===== src/rtl/vcap_pkg.sv =====
package vcap_pkg;

    parameter int HCNT_W = 12;
    parameter int VCNT_W = 11;
    parameter int SEL_W  = 4;

    localparam int          CODE_W    = 8;
    localparam logic [CODE_W-1:0] CODE_ALL1 = '1;
    localparam logic [CODE_W-1:0] CODE_ALL0 = '0;
    localparam int          XY_F_BIT  = 6;
    localparam int          XY_V_BIT  = 5;
    localparam int          XY_H_BIT  = 4;

    typedef struct packed {
        logic [SEL_W-1:0]  width;
        logic [SEL_W-1:0]  shift;
        logic              hs_pol;
        logic              vs_pol;
        logic              dat_pol;
        logic              fld_even;
        logic              edge_rise;
        logic              embedded;
        logic              slave;
        logic [HCNT_W-1:0] htot;
        logic [HCNT_W-1:0] hsw;
        logic [VCNT_W-1:0] vtot;
        logic [VCNT_W-1:0] vsw;
    } vcap_cfg_t;

    typedef enum logic [1:0] {
        SEQ_IDLE = 2'd0,
        SEQ_ONE  = 2'd1,
        SEQ_TWO  = 2'd2,
        SEQ_XY   = 2'd3
    } code_seq_e;

    // active-high view of a wire given its active level
    function automatic logic sync_on(input logic level, input logic pol);
        return level == pol;
    endfunction

    // wire level that expresses an active-high flag at a given polarity
    function automatic logic sync_drive(input logic on, input logic pol);
        return on ? pol : ~pol;
    endfunction

endpackage


===== src/rtl/vcap_shadow.sv =====
module vcap_shadow
    import vcap_pkg::*;
(
    input  logic      clk,
    input  logic      rst,
    input  logic      apply,
    input  vcap_cfg_t cfg_in,
    output vcap_cfg_t cfg_act
);

    always_ff @(posedge clk) begin
        if (rst || apply) begin
            cfg_act <= cfg_in;
        end
    end

endmodule


===== src/rtl/vcap_extract.sv =====
module vcap_extract
    import vcap_pkg::*;
#(
    parameter int IN_W  = 12,
    parameter int OUT_W = 10
) (
    input  logic [IN_W-1:0]  bus,
    input  logic             dat_pol,
    input  logic [SEL_W-1:0] shift,
    input  logic [SEL_W-1:0] width,
    output logic [OUT_W-1:0] pix
);

    logic [IN_W-1:0] norm_bus;
    logic [IN_W-1:0] shifted;

    assign norm_bus = dat_pol ? bus : ~bus;
    assign shifted  = norm_bus >> shift;

    for (genvar i = 0; i < OUT_W; i++) begin : g_bit
        if (i < IN_W) begin : g_lane
            assign pix[i] = (i < int'(width)) ? shifted[i] : 1'b0;
        end else begin : g_pad
            assign pix[i] = 1'b0;
        end
    end

endmodule


===== src/rtl/vcap_embed.sv =====
module vcap_embed
    import vcap_pkg::*;
(
    input  logic              clk,
    input  logic              rst,
    input  logic              tick,
    input  logic              en,
    input  logic [CODE_W-1:0] word,
    output logic              pix_ok,
    output logic              sav_open,
    output logic              frame_edge,
    output logic              field_odd
);

    code_seq_e seq;
    logic      in_video;
    logic      last_v;
    logic      is_xy;
    logic      xy_v;
    logic      xy_h;

    assign is_xy      = (seq == SEQ_XY);
    assign xy_v       = word[XY_V_BIT];
    assign xy_h       = word[XY_H_BIT];
    assign pix_ok     = in_video && (seq == SEQ_IDLE) && (word != CODE_ALL1);
    assign sav_open   = is_xy && !xy_h && !xy_v;
    assign frame_edge = is_xy && xy_v && !last_v;

    always_ff @(posedge clk) begin
        if (rst) begin
            seq       <= SEQ_IDLE;
            in_video  <= 1'b0;
            last_v    <= 1'b0;
            field_odd <= 1'b0;
        end else if (tick) begin
            if (!en) begin
                seq      <= SEQ_IDLE;
                in_video <= 1'b0;
            end else if (is_xy) begin
                seq       <= SEQ_IDLE;
                in_video  <= sav_open;
                last_v    <= xy_v;
                field_odd <= ~word[XY_F_BIT];
            end else if (word == CODE_ALL1) begin
                seq      <= SEQ_ONE;
                in_video <= 1'b0;
            end else if (seq == SEQ_ONE && word == CODE_ALL0) begin
                seq <= SEQ_TWO;
            end else if (seq == SEQ_TWO && word == CODE_ALL0) begin
                seq <= SEQ_XY;
            end else begin
                seq <= SEQ_IDLE;
            end
        end
    end

endmodule


===== src/rtl/vcap_syncgen.sv =====
module vcap_syncgen
    import vcap_pkg::*;
(
    input  logic              clk,
    input  logic              rst,
    input  logic              tick,
    input  logic              en,
    input  logic [HCNT_W-1:0] htot,
    input  logic [HCNT_W-1:0] hsw,
    input  logic [VCNT_W-1:0] vtot,
    input  logic [VCNT_W-1:0] vsw,
    output logic              hs_on,
    output logic              vs_on
);

    logic [HCNT_W-1:0] hcnt;
    logic [VCNT_W-1:0] vcnt;
    logic              h_last;
    logic              v_last;

    assign h_last = (hcnt == htot - 1'b1);
    assign v_last = (vcnt == vtot - 1'b1);
    assign hs_on  = (hcnt < hsw);
    assign vs_on  = (vcnt < vsw);

    always_ff @(posedge clk) begin
        if (rst || !en) begin
            hcnt <= '0;
            vcnt <= '0;
        end else if (tick) begin
            if (h_last) begin
                hcnt <= '0;
                vcnt <= v_last ? '0 : vcnt + 1'b1;
            end else begin
                hcnt <= hcnt + 1'b1;
            end
        end
    end

endmodule


===== src/rtl/vcap_front.sv =====
module vcap_front
    import vcap_pkg::*;
#(
    parameter int IN_W  = 12,
    parameter int OUT_W = 10
) (
    input  logic              clk,
    input  logic              rst,
    input  logic [SEL_W-1:0]  cfg_width,
    input  logic [SEL_W-1:0]  cfg_shift,
    input  logic              cfg_hs_pol,
    input  logic              cfg_vs_pol,
    input  logic              cfg_dat_pol,
    input  logic              cfg_fld_even,
    input  logic              cfg_edge_rise,
    input  logic              cfg_embedded,
    input  logic              cfg_slave,
    input  logic [HCNT_W-1:0] cfg_htot,
    input  logic [HCNT_W-1:0] cfg_hsw,
    input  logic [VCNT_W-1:0] cfg_vtot,
    input  logic [VCNT_W-1:0] cfg_vsw,
    input  logic              vid_pclk,
    input  logic [IN_W-1:0]   vid_data,
    input  logic              vid_hs,
    input  logic              vid_vs,
    input  logic              vid_field,
    output logic              gen_hs,
    output logic              gen_vs,
    output logic              pix_valid,
    output logic [OUT_W-1:0]  pix_data,
    output logic              pix_line_start,
    output logic              pix_frame_start,
    output logic              pix_field
);

    vcap_cfg_t cfg_req;
    vcap_cfg_t cfg_act;

    logic            pclk_q, pclk_q2;
    logic [IN_W-1:0] data_q;
    logic            hs_q, vs_q, fld_q;
    logic            tick;

    logic [OUT_W-1:0]  pix;
    logic [CODE_W-1:0] code_w;
    logic              e_pix, e_sav, e_bnd, e_fld;
    logic              g_hs_on, g_vs_on;

    logic emb_mode;
    logic hs_n, vs_n, vs_prev;
    logic frame_bnd, valid_now, line_set;
    logic frame_pend, line_pend;

    assign cfg_req = '{
        width:     cfg_width,
        shift:     cfg_shift,
        hs_pol:    cfg_hs_pol,
        vs_pol:    cfg_vs_pol,
        dat_pol:   cfg_dat_pol,
        fld_even:  cfg_fld_even,
        edge_rise: cfg_edge_rise,
        embedded:  cfg_embedded,
        slave:     cfg_slave,
        htot:      cfg_htot,
        hsw:       cfg_hsw,
        vtot:      cfg_vtot,
        vsw:       cfg_vsw
    };

    // input capture in the system clock domain
    always_ff @(posedge clk) begin
        pclk_q  <= vid_pclk;
        pclk_q2 <= pclk_q;
        data_q  <= vid_data;
        hs_q    <= vid_hs;
        vs_q    <= vid_vs;
        fld_q   <= vid_field;
    end

    assign tick = cfg_act.edge_rise ? (pclk_q & ~pclk_q2) : (~pclk_q & pclk_q2);

    vcap_shadow u_shadow (
        .clk     (clk),
        .rst     (rst),
        .apply   (frame_bnd),
        .cfg_in  (cfg_req),
        .cfg_act (cfg_act)
    );

    vcap_extract #(.IN_W(IN_W), .OUT_W(OUT_W)) u_extract (
        .bus     (data_q),
        .dat_pol (cfg_act.dat_pol),
        .shift   (cfg_act.shift),
        .width   (cfg_act.width),
        .pix     (pix)
    );

    assign code_w   = pix[CODE_W-1:0];
    assign emb_mode = cfg_act.embedded & ~cfg_act.slave;

    vcap_embed u_embed (
        .clk        (clk),
        .rst        (rst),
        .tick       (tick),
        .en         (emb_mode),
        .word       (code_w),
        .pix_ok     (e_pix),
        .sav_open   (e_sav),
        .frame_edge (e_bnd),
        .field_odd  (e_fld)
    );

    vcap_syncgen u_syncgen (
        .clk   (clk),
        .rst   (rst),
        .tick  (tick),
        .en    (cfg_act.slave),
        .htot  (cfg_act.htot),
        .hsw   (cfg_act.hsw),
        .vtot  (cfg_act.vtot),
        .vsw   (cfg_act.vsw),
        .hs_on (g_hs_on),
        .vs_on (g_vs_on)
    );

    assign hs_n = cfg_act.slave ? g_hs_on : sync_on(hs_q, cfg_act.hs_pol);
    assign vs_n = cfg_act.slave ? g_vs_on : sync_on(vs_q, cfg_act.vs_pol);

    assign frame_bnd = tick & (emb_mode ? e_bnd : (vs_n & ~vs_prev));
    assign valid_now = tick & (emb_mode ? e_pix : (~hs_n & ~vs_n));
    assign line_set  = tick & (emb_mode ? e_sav : hs_n);

    assign gen_hs = sync_drive(cfg_act.slave & g_hs_on, cfg_act.hs_pol);
    assign gen_vs = sync_drive(cfg_act.slave & g_vs_on, cfg_act.vs_pol);

    always_ff @(posedge clk) begin
        if (rst) begin
            vs_prev         <= 1'b0;
            frame_pend      <= 1'b0;
            line_pend       <= 1'b0;
            pix_valid       <= 1'b0;
            pix_data        <= '0;
            pix_line_start  <= 1'b0;
            pix_frame_start <= 1'b0;
            pix_field       <= 1'b0;
        end else begin
            if (tick && !emb_mode) begin
                vs_prev <= vs_n;
            end
            if (frame_bnd) begin
                frame_pend <= 1'b1;
            end else if (valid_now) begin
                frame_pend <= 1'b0;
            end
            if (line_set) begin
                line_pend <= 1'b1;
            end else if (valid_now) begin
                line_pend <= 1'b0;
            end
            pix_valid       <= valid_now;
            pix_line_start  <= valid_now & line_pend;
            pix_frame_start <= valid_now & frame_pend;
            if (valid_now) begin
                pix_data  <= pix;
                pix_field <= emb_mode ? e_fld : (fld_q != cfg_act.fld_even);
            end
        end
    end

endmodule


===== config.mk =====
export PLATFORM = sky130hd
export DESIGN_NAME = vcap_front
export DESIGN_NICKNAME = d
export VERILOG_FILES = /design/src/rtl/vcap_pkg.sv /design/src/rtl/vcap_shadow.sv /design/src/rtl/vcap_extract.sv /design/src/rtl/vcap_embed.sv /design/src/rtl/vcap_syncgen.sv /design/src/rtl/vcap_front.sv
export SDC_FILE = /design/constraint.sdc
export NUM_CORES = 1
export LEC_CHECK = 0
export CORE_ASPECT_RATIO = 1.5
export CORE_MARGIN = 2
export CORE_UTILIZATION = 59
export DETAILED_ROUTE_END_ITERATION = 12
export PLACE_DENSITY = 0.83
export SYNTH_ARGS = -nofsm -noshare
export SYNTH_HDL_FRONTEND = slang
export SYNTH_SLANG_ARGS = --single-unit

===== constraint.sdc =====
create_clock -name clk -period 7.4 [get_ports clk]
set_input_delay 1.48 -clock clk [delete_from_list [all_inputs] [get_ports clk]]
set_output_delay 1.48 -clock clk [all_outputs]
set_load 0.03 [all_outputs]

==> reports/results.txt <==
Largest net degree at the start of global routing - 33
Final WS setup - 2780 ps
Gate Count Post-Synth - 631
Minimum hold slack - 368 ps
Io pins - 95
Area growth from synthesis to layout - 23.8%
Critical-path top delay cell - clkdlybuf4s50_1
CP max stage delay - 710 ps
Worst EP arrival - 3140 ps
#FFs+latches synth - 123
CP Capture Type - primary output
Clock skew - 7.58 ps
Worst rel slew slack - 35.3%
Final Net Count - 825
Core Util, Final - 74.6%
Max clock buf depth - 2
Min cycle time layout - 4620 ps
CTS Root Cell - clkbuf_16
GRT Residual Overflow - 0
CP startpoint kind - register
Largest area contributor in the netlist - edfxtp_1
Hold Vio Cnt, Final - 0
Die Height - 133 um
Drt total wl - 15.7 mm
WL per Instance - 17.9 um
Hold Buf Count CTS - 0
H-Tree Depth - 4
Fraction of layout cells with a size suffix above 1 - 10.1%
RSZ-0062 raised after global routing - false
Pwr Total - 1.77 mW
First-pass GRT wire length - 25.9 mm
Port Buffer Count - 94
Worst skew pair latency - 410 ps
Die X-Extent - 90.3 um
Post-CTS sizing - 0
Tcrit/Tclk final - 62.4%
DRT antenna net count - 0
1st-pass router iterations - 5
Power per cell area - 217 nW/um2
Ranking of synthesized cells by area - edfxtp_1, dfxtp_1, xnor2_1
Final Slew Violations - 0
Total negative setup slack - 0 ps
IR drop worst, VDD - 0.165 mV
Final setup viols - 0
CP top delay family - compound AO/OA/AOI/OAI gates
Ys async rst share - 0%
Initial core utilization - 60.3%
CP max FO - 7
Initial DRC Count - 381
Synthesized area - 6590 um2
Max cap viols - 0
Vias in the first global route - 5416
Clk pin slew, worst setup/hold paths - 60 ps
Hold WC Path Type - register to register
TritonCTS clock tree - done
Worst Tran Pin Value - 971 ps
Fmax achieved - 217 MHz
Antenna cell count - 0
Post-synth top flop - dfxtp_1
Die area - 12100 um2
Synthesized net count - 735
Post-placement setup slack - 2740 ps
Routability Congestion - 0.927
Outcome - finished clean
Crit-path most repeated cell - a211oi_1
CP Cell Sequence - ha_1, a21o_1, a211oi_1, a21oi_1, a211oi_1, xnor2_1, clkdlybuf4s50_1
Post-synth top area share - 27.8%
Vias - 5254
Detail Placement HPWL - 11.6 mm
Yosys cell types - 81
Setup repair bufs after CTS - 0
CP required - 5920 ps
Post-Syn Area per Cell - 10.4 um2
Initial antenna violation count - 0
Drt drc - 0
# clock sinks - 123
Ys Warns - 0
Leakage - 3.07 nW
Core footprint - 10900 um2
Via/cell ratio - 5.96
Sequential fraction of the synthesis area - 46.6%
EDFF count, synth - 61
CP Buf/Inv Count - 1
Most frequent cells in the layout - clkdlybuf4s50_1, dfxtp_1, edfxtp_1
Most common cell after layout, fill and taps aside - clkdlybuf4s50_1
Cell Rows - 47
CTS buffer count - 17
GRT Resource Usage Total - 27.2%
Setup CP Type - register to primary output
[kinds of logic after synthesis]
| logic type | synth area share (%) |
|---|---|
| xor gates and xnor gates | 8.77 |
| AOI/OAI and AO/OA | 10.7 |
| buffers and inverters | 3.83 |
| DFF | 46.6 |
| and+or+nand+nor | 17.7 |
| adders and majority gates | 4.75 |
| muxes | 7.69 |
[report_power, final]
group / total, mW / switching [mW] / internal, mW
sequential: 0.792 / 0.0384 / 0.754
combinational: 0.211 / 0.103 / 0.108
clock: 0.765 / 0.304 / 0.461
[metal layers]
layer / up-vias / part of all wire (%) / GRT usage [%]
met2: 196 / 56 / 52.0
met4: 0 / 3.4 / 12.9
li1: 2485 / - / -
met3: 50 / 4.3 / 5.26
met1: 2523 / 36 / 28.1
met5: - / 0 / 0
[registers in the layout, indices dropped and copies added, names as in the netlist, 2 cells and up]
signal	flops
u_syncgen.hcnt	12
u_embed.seq	2
u_syncgen.vcnt	11
u_shadow.cfg_act	61
data_q	12
pix_data	10
[final timing paths]
check             cells after the start  slack (ps)                 start                end
setup reg to reg                      9        3430  u_shadow.cfg_act[34]  u_syncgen.vcnt[4]
hold reg to reg                       0         370                pclk_q            pclk_q2
setup / recovery                      7        2780     u_syncgen.hcnt[6]             gen_hs
hold / removal                        0         370                pclk_q            pclk_q2
[synth_stat cells (all sizes together) (3+ instances only)]
master and n:
mux2i 27, mux4 6, nand3b 5, edfxtp 61, and2 4, nand2 49, xnor2 48, o311ai 3
nor3 18, o21ai 18, a2111oi 3, mux2 9, nor2b 9, nor4 9, xor2 18, buf 10
a21oi 18, a21o 5, nor3b 4, o211ai 5, inv 32, or4 5, o2111ai 4, nor4b 4
nand3 20, a31o 4, dfxtp 62, or3 4, or2 3, nand4 11, clkbuf 15, ha 25
nand2b 5, and3 7, nor2 55, a211oi 9, a31oi 3
[final cells by class]
type,count,area (um2)
fillers,775,2780
clock buffers,18,429
multi-input cells,449,3270
well taps,147,184
clock inverters,14,123
repair buffers,96,956
inverters,34,128
flip-flops and latches,123,3070
[stage by stage]
stage,area (um2),cells
detailed placement,7610,849
CTS,8160,881
global placement,7610,849
global route,8160,881
finish,8160,881
floorplan,6590,631
(Power assumes the default switching activity.)
